### config.mk
export PLATFORM = sky130hd
export DESIGN_NAME = sdram_act_guard
export DESIGN_NICKNAME = d
export VERILOG_FILES = /design/src/rtl/sag_pkg.sv /design/src/rtl/sag_decode.sv /design/src/rtl/sag_bank.sv /design/src/rtl/sag_faw.sv /design/src/rtl/sdram_act_guard.sv
export SDC_FILE = /design/constraint.sdc
export NUM_CORES = 1
export LEC_CHECK = 0
export ABC_AREA = 0
export BUFFER_PORTS_ARGS = -buffer_cell sky130_fd_sc_hd__buf_2
export CORE_MARGIN = 10
export CORE_UTILIZATION = 55
export CTS_CLUSTER_SIZE = 12
export DETAILED_ROUTE_END_ITERATION = 7
export PLACE_DENSITY = 0.81
export SLEW_MARGIN = 20
export SYNTH_ARGS = -nofsm -noshare
export SYNTH_HDL_FRONTEND = slang
export SYNTH_SLANG_ARGS = --single-unit
### constraint.sdc
create_clock -name clk -period 7.9 [get_ports clk]
set_input_delay 2.37 -clock clk [delete_from_list [all_inputs] [get_ports clk]]
set_output_delay 2.37 -clock clk [all_outputs]
set_load 0.01 [all_outputs]
### src/rtl/sag_pkg.sv
package sag_pkg;

    typedef enum logic [2:0] {
        CMD_NOP,
        CMD_ACT,
        CMD_RD,
        CMD_WR,
        CMD_PRE,
        CMD_PALL,
        CMD_OTHER
    } sag_cmd_e;

    typedef enum logic [3:0] {
        ERR_NONE   = 4'd0,
        ERR_CLOSED = 4'd1,
        ERR_OPEN   = 4'd2,
        ERR_TRC    = 4'd3,
        ERR_TRRD   = 4'd4,
        ERR_TFAW   = 4'd5,
        ERR_TRAS   = 4'd6,
        ERR_TRP    = 4'd7,
        ERR_TRCD   = 4'd8
    } sag_err_e;

    typedef enum logic {
        BK_CLOSED,
        BK_OPEN
    } sag_bank_e;

endpackage

### src/rtl/sag_decode.sv
module sag_decode
    import sag_pkg::*;
(
    input  logic     cs_n,
    input  logic     ras_n,
    input  logic     cas_n,
    input  logic     we_n,
    input  logic     a10,
    output sag_cmd_e cmd
);

    always_comb begin
        cmd = CMD_NOP;
        if (!cs_n) begin
            unique case ({ras_n, cas_n, we_n})
                3'b111:  cmd = CMD_NOP;
                3'b011:  cmd = CMD_ACT;
                3'b101:  cmd = CMD_RD;
                3'b100:  cmd = CMD_WR;
                3'b010:  cmd = a10 ? CMD_PALL : CMD_PRE;
                default: cmd = CMD_OTHER;
            endcase
        end
    end

endmodule

### src/rtl/sag_bank.sv
module sag_bank
    import sag_pkg::*;
#(
    parameter int TW = 8
) (
    input  logic          clk,
    input  logic          rst_n,
    input  logic          act_go,
    input  logic          pre_go,
    input  logic [TW:0]   pre_need,
    output logic          is_open,
    output logic [TW-1:0] act_age,
    output logic [TW:0]   rp_left
);

    localparam logic [TW-1:0] AGE_MAX = {TW{1'b1}};

    sag_bank_e state_q, state_d;

    always_comb begin
        state_d = state_q;
        unique case (state_q)
            BK_CLOSED: if (act_go) state_d = BK_OPEN;
            BK_OPEN:   if (pre_go) state_d = BK_CLOSED;
            default:   state_d = BK_CLOSED;
        endcase
    end

    always_ff @(posedge clk or negedge rst_n) begin
        if (!rst_n) state_q <= BK_CLOSED;
        else        state_q <= state_d;
    end

    always_ff @(posedge clk or negedge rst_n) begin
        if (!rst_n) begin
            act_age <= AGE_MAX;
            rp_left <= '0;
        end else begin
            if (act_go)                 act_age <= {{(TW-1){1'b0}}, 1'b1};
            else if (act_age != AGE_MAX) act_age <= act_age + 1'b1;

            if (pre_go)                 rp_left <= (pre_need == '0) ? '0 : pre_need - 1'b1;
            else if (rp_left != '0)     rp_left <= rp_left - 1'b1;
        end
    end

    assign is_open = (state_q == BK_OPEN);

    a_r3_act_only_when_closed: assert property (@(posedge clk) disable iff (!rst_n)
        act_go |-> !is_open);
    a_r2_open_after_act: assert property (@(posedge clk) disable iff (!rst_n)
        act_go |=> is_open);
    a_r8_act_after_precharge: assert property (@(posedge clk) disable iff (!rst_n)
        act_go |-> (rp_left == '0));

endmodule

### src/rtl/sag_faw.sv
module sag_faw #(
    parameter int TW    = 8,
    parameter int DEPTH = 4
) (
    input  logic          clk,
    input  logic          rst_n,
    input  logic          push,
    input  logic [TW-1:0] t_faw,
    output logic [TW-1:0] newest_age,
    output logic [TW-1:0] oldest_age
);

    localparam logic [TW-1:0] AGE_MAX = {TW{1'b1}};

    logic [TW-1:0] age_q [DEPTH];

    function automatic logic [TW-1:0] sat_inc(input logic [TW-1:0] v);
        return (v == AGE_MAX) ? v : v + 1'b1;
    endfunction

    generate
        for (genvar i = 0; i < DEPTH; i++) begin : g_slot
            always_ff @(posedge clk or negedge rst_n) begin
                if (!rst_n) begin
                    age_q[i] <= AGE_MAX;
                end else if (push) begin
                    if (i == 0) age_q[i] <= {{(TW-1){1'b0}}, 1'b1};
                    else        age_q[i] <= sat_inc(age_q[(i == 0) ? 0 : i-1]);
                end else begin
                    age_q[i] <= sat_inc(age_q[i]);
                end
            end
        end
    endgenerate

    assign newest_age = age_q[0];
    assign oldest_age = age_q[DEPTH-1];

    a_r6_window_respected: assert property (@(posedge clk) disable iff (!rst_n)
        push |-> (oldest_age >= t_faw));
    a_r10_history_frozen: assert property (@(posedge clk) disable iff (!rst_n)
        (!push && newest_age != AGE_MAX) |=> (newest_age == $past(newest_age) + 1'b1));

endmodule

### src/rtl/sdram_act_guard.sv
module sdram_act_guard
    import sag_pkg::*;
#(
    parameter int BANKS = 8,
    parameter int TW    = 8,
    parameter int WIN   = 4
) (
    input  logic        clk,
    input  logic        rst_n,
    input  logic        cs_n,
    input  logic        ras_n,
    input  logic        cas_n,
    input  logic        we_n,
    input  logic [2:0]  ba,
    input  logic [12:0] addr,
    input  logic [7:0]  cfg_trc,
    input  logic [7:0]  cfg_trrd,
    input  logic [7:0]  cfg_tfaw,
    input  logic [7:0]  cfg_tras,
    input  logic [7:0]  cfg_trp,
    input  logic [7:0]  cfg_trcd,
    input  logic [2:0]  cfg_al,
    input  logic [7:0]  cfg_pall_extra,
    output logic        cmd_chk,
    output logic        cmd_bad,
    output logic [3:0]  err_code
);

    localparam int BAW = $clog2(BANKS);

    sag_cmd_e        cmd;
    sag_err_e        err;
    logic [BANKS-1:0] bk_open;
    logic [TW-1:0]   bk_age [BANKS];
    logic [TW:0]     bk_rp  [BANKS];
    logic [BANKS-1:0] act_go, pre_go;
    logic [TW:0]     pre_need;
    logic [TW-1:0]   newest_age, oldest_age;
    logic            accept;
    logic            unused_row;

    assign unused_row = ^{addr[12:11], addr[9:0]};

    sag_decode u_dec (
        .cs_n  (cs_n),
        .ras_n (ras_n),
        .cas_n (cas_n),
        .we_n  (we_n),
        .a10   (addr[10]),
        .cmd   (cmd)
    );

    always_comb begin
        err = ERR_NONE;
        unique case (cmd)
            CMD_ACT: begin
                if (bk_open[ba[BAW-1:0]])                err = ERR_OPEN;
                else if (bk_rp[ba[BAW-1:0]] != '0)       err = ERR_TRP;
                else if (bk_age[ba[BAW-1:0]] < cfg_trc)  err = ERR_TRC;
                else if (newest_age < cfg_trrd)          err = ERR_TRRD;
                else if (oldest_age < cfg_tfaw)          err = ERR_TFAW;
            end
            CMD_RD, CMD_WR: begin
                if (!bk_open[ba[BAW-1:0]]) err = ERR_CLOSED;
                else if (({1'b0, bk_age[ba[BAW-1:0]]} + {{(TW-2){1'b0}}, cfg_al}) < {1'b0, cfg_trcd})
                    err = ERR_TRCD;
            end
            CMD_PRE: begin
                if (bk_open[ba[BAW-1:0]] && bk_age[ba[BAW-1:0]] < cfg_tras) err = ERR_TRAS;
            end
            CMD_PALL: begin
                for (int i = 0; i < BANKS; i++)
                    if (bk_open[i] && bk_age[i] < cfg_tras) err = ERR_TRAS;
            end
            default: err = ERR_NONE;
        endcase
    end

    assign cmd_chk  = (cmd != CMD_NOP) && (cmd != CMD_OTHER);
    assign cmd_bad  = (err != ERR_NONE);
    assign err_code = err;
    assign accept   = cmd_chk && !cmd_bad;
    assign pre_need = (cmd == CMD_PALL) ? ({1'b0, cfg_trp} + {1'b0, cfg_pall_extra})
                                        : {1'b0, cfg_trp};

    generate
        for (genvar b = 0; b < BANKS; b++) begin : g_bank
            assign act_go[b] = accept && (cmd == CMD_ACT) && (ba[BAW-1:0] == b[BAW-1:0]);
            assign pre_go[b] = accept && ((cmd == CMD_PALL) ||
                               ((cmd == CMD_PRE) && (ba[BAW-1:0] == b[BAW-1:0]) && bk_open[b]));
            sag_bank #(.TW(TW)) u_bank (
                .clk      (clk),
                .rst_n    (rst_n),
                .act_go   (act_go[b]),
                .pre_go   (pre_go[b]),
                .pre_need (pre_need),
                .is_open  (bk_open[b]),
                .act_age  (bk_age[b]),
                .rp_left  (bk_rp[b])
            );
        end
    endgenerate

    sag_faw #(.TW(TW), .DEPTH(WIN)) u_faw (
        .clk        (clk),
        .rst_n      (rst_n),
        .push       (|act_go),
        .t_faw      (cfg_tfaw),
        .newest_age (newest_age),
        .oldest_age (oldest_age)
    );

    a_r1_deselect_ignored: assert property (@(posedge clk) disable iff (!rst_n)
        cs_n |-> (!cmd_chk && !cmd_bad && act_go == '0 && pre_go == '0));
    a_r5_spacing_any_bank: assert property (@(posedge clk) disable iff (!rst_n)
        (act_go != '0) |-> (newest_age >= cfg_trrd));
    a_r4_spacing_same_bank: assert property (@(posedge clk) disable iff (!rst_n)
        (act_go != '0) |-> (bk_age[ba[BAW-1:0]] >= cfg_trc));
    a_r10_one_act_per_cycle: assert property (@(posedge clk) disable iff (!rst_n)
        $onehot0(act_go));

endmodule

==> results.cfg, run 1 <==
[global_route]
grt_pass1_vias = 11320
antenna_found_initial = 0
grt_max_degree = 70
gr-total-overflow = 0
grt_pass1_wl_um = 56800
track_usage = 0.225

[placement]
place_inst = 1767
dp_hpwl_um = 24700
gp_congestion = 0.939
portBuffers = 74

[die]
die_w_um = 175
pin_count = 87
fp.dieH_um = 175
rows = 56
dieArea_um2 = 30700
coreArea_um2 = 23600
start_util = 0.561

[run]
drv_cap = 0

[route]
wire_per_inst_um = 19.4
drc = 0
viasPerCell = 6.23
antenna_left = 0
vias = 11273
drt-pass1-iter-count = 5
wirelength_um = 35100
drtIter0Drc = 1067

[power]
swShare = 0.401
vdd_drop_max_uv = 134
p_int_mw = 2.92
pwr-share-clk = 0.180
switchingPower_mw = 1.96
power_mw = 4.87
p_comb_frac = 0.415
p_leak_nw = 6.58
power_density_nw_per_um2 = 321
p_seq_frac = 0.405

[logic_synthesis]
synth_enable_flop_cells = 0
syn-num-nets = 1569
ys.flop_type = dfstp_2
synth_xor_area_frac = 0.0727
synth_compound_area_frac = 0.123
synth_warnings = 0
synth_cells = 1363
async_flop_share = 1.00
ys_seq_elements = 176
synthMuxAreaShare = 0.121
ys_seq_area_frac = 0.341
post_synth.cell_area_avg_um2 = 9.72
synth_top_family_by_area = simple AND/OR/NAND/NOR gates
synth-simple-area-share = 0.186
synthAdderAreaFrac = 0.119
ys_types = 76
syn_area_um2 = 13200

[timing]
whs_ns = 0.567
clock.fmax_mhz = 123
slew_violations = 0
fin_crit_sh = 1.03
finalClockSkew_ns = 0.0155
hold_viol = 0
tightest_slew_ns = 1.04
postLayoutSetupSlackWorst_ns = -0.226
fin_crit_ns = 8.13
rsz0062_at_grt = yes
setup_viol = 3
max-slew-margin-rel = 0.305

[final_layout]
multi_input_area_um2 = 8450
register_area_um2 = 4520
syn_to_final_growth_pct = 14.5
stdcell_count = 1810
layout-drive-gt1-share = 0.243
n_fill_cell = 1836
num-nets-final = 1683

[setup_path]
critPathArrivalTime_ns = 5.76
path_common_cell = or4_4
crit_required_ns = 5.53
critPathTopFamily = simple AND/OR/NAND/NOR gates
cp_slowest_stage_delay_ns = 0.54
setup.worst_path.start_class = input pin
crit_path_end_kind = output port
critPathBufInv = 4
crit_fanout = 5
critPathKind = in2out
cp_cell_sequence = buf_8 -> buf_12 -> mux4_2 -> mux2i_2 -> inv_2 -> ha_4 -> a21o_1 -> a21oi_4 -> nor3_4 -> nand3_1 -> xnor2_1 -> ha_2 -> or4_4 -> a311oi_4 -> or4_4 -> buf_6
slowest_stage = mux4_2

[clock_tree]
clk_path_buf_depth = 2
clock_latency_ns = 0.45
htree_levels = 4
hold_buffers = 0
cts_tree = built
clock-root-buffer = clkbuf_16
cts_buffers = 17
cts_sinks = 176
path_clk_slew_ns = 0.08

[run_status]
status = complete, but fails checks
violations = negative setup slack

[hold_path]
min_path_type = reg2reg
==> logic make-up after synthesis <==
kind of cell | after synthesis
flip-flops | 176
multiplexers | 130
buffers and inverters | 114
XOR/XNOR | 110
adder cells (fa/ha/maj) | 125
AO/OA/AOI/OAI | 251
AND/OR/NAND/NOR | 457
==> flip-flops by register name, indices dropped and copies added, names as in the netlist <==
register               count
u_faw.age_q               16
u_faw.oldest_age           8
g_bank.u_bank.is_open      8
u_faw.newest_age           8
g_bank.u_bank.act_age     64
g_bank.u_bank.rp_left     72
==> worst reg2reg max path, cell delays in order, from the launching register on <==
cell and delay [ns]:
dfstp_2 0.41, mux4_2 0.50, mux2_2 0.34, ha_1 0.30, o21a_1 0.13, o21ai_2 0.06
a221oi_2 0.31, a2111oi_2 0.09, or3_4 0.42, buf_4 0.15, buf_4 0.13, nor3_2 0.26
a31o_1 0.51, mux2_2 0.42
==> Yosys cell counts (18+ instances only) <==
library cell / instances / area share
a21o_1: 21 / 0.012
a21oi_1: 75 / 0.028
a31oi_1: 30 / 0.014
and3_1: 28 / 0.013
dfrtp_1: 80 / 0.15
dfstp_2: 96 / 0.19
ha_1: 123 / 0.12
inv_1: 78 / 0.022
mux2i_1: 73 / 0.055
mux4_2: 18 / 0.031
nand2_1: 90 / 0.025
nand2b_1: 23 / 0.011
nand3_1: 53 / 0.020
nand4_1: 39 / 0.018
nor2_1: 95 / 0.027
nor3_1: 26 / 0.0098
o21ai_0: 45 / 0.017
xnor2_1: 60 / 0.040
xor2_1: 50 / 0.033
==> per-layer routing <==
metal | vias up | track usage | routed length (um)
li1 | 5230 | - | -
met1 | 5554 | 0.278 | 14800
met2 | 378 | 0.374 | 16800
met3 | 111 | 0.0444 | 2290
met4 | 0 | 0.0957 | 1200
met5 | - | 0 | 0
==> stage by stage <==
step	setup TNS, ns	instance area (um2)	setup slack [ns]	util
after global placement	-0.385	14300	-0.214	0.604
after detailed placement	-0.461	14300	-0.252	0.604
after floorplan	-0.0958	13300	-0.0958	-
after CTS	-0.195	15100	-0.151	0.638
after global routing	-0.715	15200	-0.289	0.643
final	-0.468	15200	-0.226	0.643
==> path summary, 6_finish.rpt <==
path | slack [ns] | to | startpoint | cells after the start
setup / recovery | -0.23 | cmd_bad | ba[0] | 16
hold / removal | 0.57 | g_bank[2].u_bank.rp_left[8]$_DFFE_PN0P_ | g_bank[2].u_bank.rp_left[8]$_DFFE_PN0P_ | 2
setup reg to reg | 3.77 | g_bank[1].u_bank.rp_left[4]$_DFFE_PN0P_ | g_bank[7].u_bank.act_age[2]$_DFFE_PN1P_ | 13
hold reg to reg | 0.57 | g_bank[2].u_bank.rp_left[8]$_DFFE_PN0P_ | g_bank[2].u_bank.rp_left[8]$_DFFE_PN0P_ | 2
max in group asynchronous | 4.79 | g_bank[2].u_bank.rp_left[1]$_DFFE_PN0P_ | rst_n | 2
min in group asynchronous | 1.88 | g_bank[4].u_bank.is_open$_DFF_PN0_ | rst_n | 1
==> layout by cell type (no fill, tap or decap), types with 9 or more instances in the layout <==
master | netlist | final
inv_1 | 78 | 75
clkbuf_16 | 0 | 19
xnor2_1 | 60 | 60
mux4_2 | 18 | 18
mux2i_1 | 73 | 71
nand2b_1 | 23 | 23
buf_2 | 12 | 68
o21ai_0 | 45 | 42
nand4_1 | 39 | 39
or2_2 | 9 | 9
nand3_1 | 53 | 52
nand2_1 | 90 | 89
dfstp_2 | 96 | 96
xor2_1 | 50 | 50
buf_4 | 6 | 52
o31ai_1 | 9 | 9
a31oi_1 | 30 | 30
nor2_1 | 95 | 93
a21o_1 | 21 | 21
mux2_2 | 17 | 17
a211oi_1 | 12 | 11
nor4_1 | 15 | 13
mux2_1 | 17 | 17
dfrtp_1 | 80 | 80
nor3_1 | 26 | 25
ha_1 | 123 | 117
a21oi_1 | 75 | 71
nor2b_1 | 17 | 17
and3_1 | 28 | 27
==> what timing repair did <==
action,CTS,global route
setup buffers,10,2
pin swaps,21,23
resized for setup,26,19
gates cloned,0,0
endpoints found under the setup margin,2,5
==> final cells by class <==
class                      instances  area share
multi-input combinational       1073       0.557
inverter                          78      0.0193
timing repair buffer             131      0.0588
antenna                            1    0.000165
clock buffer                      19      0.0313
tap                              319      0.0263
clock inverter                    13     0.00899
sequential                       176       0.298
==> power groups by stage <==
stage,clock (mW),sequential (mW),combinational [mW]
floorplan,0,1.79,1.44
finish,0.877,1.97,2.02
detailed placement,0,1.96,1.85
global placement,0,1.93,1.76
CTS,0.878,1.95,1.96
global route,0.921,2.03,2.27
(Power assumes the default switching activity.)
==> run 2: changes to the inputs <==
- SETUP_SLACK_MARGIN: not set -> 0.05
==> run 2 against run 1 <==
The run still ends with negative setup slack left. Die area stayed put. Non-clock buffer count rose by 1. Sequential share of layout area about the same. Critical endpoint unchanged. Maximum frequency fell by 0.14%. Largest power group unchanged. Design area is essentially flat. First-iteration DRC count decreased by 5.1%.
==> results.cfg, run 2 (same netlist as run 1, synthesis figures left out) <==
[timing]
fin_crit_ns = 8.14
clock.fmax_mhz = 123
whs_ns = 0.567
fin_crit_sh = 1.03
tns_ns = -0.431
rsz0062_at_grt = yes
slew_violations = 0
postLayoutSetupSlackWorst_ns = -0.238
tightest_slew_ns = 1.05
setup_viol = 2
max-slew-margin-rel = 0.300
hold_viol = 0
finalClockSkew_ns = 0.0172

[route]
routed.top_layer = met4
dr_wl_met2_um = 16700
drt-pass1-iter-count = 7
met1_length_um = 14800
viasPerCell = 6.24
wirelength_um = 35100
drc = 0
dr_wl_met3_um = 2160
antenna_left = 0
drtIter0Drc = 1013
wire_per_inst_um = 19.4
vias = 11288

[setup_path]
slowest_stage = or4_4
critPathArrivalTime_ns = 5.77
setup.worst_path.start_class = input pin
cp_cell_sequence = buf_8 -> buf_12 -> buf_6 -> buf_4 -> mux4_2 -> mux2i_4 -> buf_6 -> buf_4 -> buf_4 -> buf_4 -> buf_6 -> nor3_4 -> nand3_1 -> xnor2_1 -> ha_2 -> or4_4 -> a311oi_4 -> or4_4 -> buf_6
critPathBufInv = 10
crit_path_end_kind = output port
ff2ff_setup_slack_ns = 3.81
cp_slowest_stage_delay_ns = 0.49
crit_fanout = 5
critPathTopFamily = buffers and inverters
critPathKind = in2out
crit_required_ns = 5.53

[final_layout]
reg_top3 = g_bank.u_bank.rp_left (72), g_bank.u_bank.act_age (64), u_faw.age_q (16)
layout_common_cells = ha_1 (118), dfstp_2 (96), nor2_1 (93), nand2_1 (89), dfrtp_1 (80)
n_fill_cell = 1834
finalInstanceArea_um2 = 15200
n_antenna_cell = 0
num-nets-final = 1684
syn_to_final_growth_pct = 14.6
regMostFlops = g_bank.u_bank.rp_left
final_common_cell = ha_1
largest_register_ffs = 72
layout-drive-gt1-share = 0.243

[hold_path]
min_path_type = reg2reg

[die]
coreArea_um2 = 23600
die_w_um = 175
dieArea_um2 = 30700
rows = 56
pin_count = 87
start_util = 0.561
fp.dieH_um = 175

[global_route]
grt_max_degree = 70
gr-total-overflow = 0
track_usage = 0.225
grt_pass1_wl_um = 56900
antenna_found_initial = 0
grt_pass1_vias = 11316

[clock_tree]
htree_levels = 4
path_clk_slew_ns = 0.08
cts_tree = built
clock-root-buffer = clkbuf_16
clk_path_buf_depth = 2
hold_buffers = 0
cts_sinks = 176
clock_latency_ns = 0.45
cts_buffers = 17

[power]
p_leak_nw = 6.59
p_seq_frac = 0.404
p_int_mw = 2.93
vdd_drop_max_uv = 133
p_comb_frac = 0.418
pwr-share-clk = 0.179
power_density_nw_per_um2 = 322
swShare = 0.401
switchingPower_mw = 1.96

[placement]
place_area_um2 = 14300
gp_congestion = 0.939
portBuffers = 74
dp_hpwl_um = 24700

[run]
drv_cap = 0

[run_status]
status = complete, but fails checks
violations = negative setup slack
## run 2: worst paths after layout
path                                                         start                                       to  depth (start not counted)
setup / recovery                                             ba[0]                                  cmd_bad                         19
setup reg to reg           g_bank[7].u_bank.act_age[2]$_DFFE_PN1P_  g_bank[1].u_bank.rp_left[4]$_DFFE_PN0P_                         13
max in group asynchronous                                    rst_n       g_bank[3].u_bank.is_open$_DFF_PN0_                          2
min in group asynchronous                                    rst_n       g_bank[6].u_bank.is_open$_DFF_PN0_                          1
hold reg to reg            g_bank[2].u_bank.rp_left[8]$_DFFE_PN0P_  g_bank[2].u_bank.rp_left[8]$_DFFE_PN0P_                          2
hold / removal             g_bank[2].u_bank.rp_left[8]$_DFFE_PN0P_  g_bank[2].u_bank.rp_left[8]$_DFFE_PN0P_                          2
## run 2: layout make-up
cell class              count  area, um2  area share
well taps                 319        399      0.0263
flip-flops and latches    176       4520       0.298
clock inverters            13        136     0.00898
multi-input cells        1073       8460       0.557
repair buffers            132        896      0.0590
clock buffers              19        475      0.0313
inverters                  78        293      0.0193
## run 2: repair_timing
action                                  in CTS  in global routing
pin swaps                                   25                 20
gates resized for setup                     32                 15
buffers inserted                            11                  0
endpoints found under the setup margin       4                  5
## run 2: power groups by stage
stage	clock (mW)	combinational, mW	sequential, mW
final	0.873	2.04	1.97
after global routing	0.921	2.29	2.03
after CTS	0.878	1.97	1.95
after detailed placement	0	1.85	1.96
after global placement	0	1.76	1.93
after floorplan	0	1.44	1.79
## run 2: tightest hold or removal path: cells and delay by family (launching register included)
family	cells	cell delay (ns)
DFF	1	0.41
and+or+nand+nor	1	0.07
AOI/OAI and AO/OA	1	0.05
## run 2: per-stage QoR
step | utilization | power, mW | std cells | setup slack, ns
3_3_place_gp | 0.604 | 3.69 | 1767 | -0.214
3_5_place_dp | 0.604 | 3.81 | 1767 | -0.252
6_report | 0.643 | 4.89 | 1810 | -0.238
4_1_cts | 0.640 | 4.80 | 1810 | -0.151
5_1_grt | 0.643 | 5.24 | 1810 | -0.307
2_1_floorplan | - | 3.23 | 1363 | -0.0958
## run 2: routing by layer
layer | vias to the layer above | track usage
met3 | 122 | 0.0442
li1 | 5232 | -
met2 | 394 | 0.372
met5 | - | 0
met4 | 0 | 0.0968
met1 | 5540 | 0.280
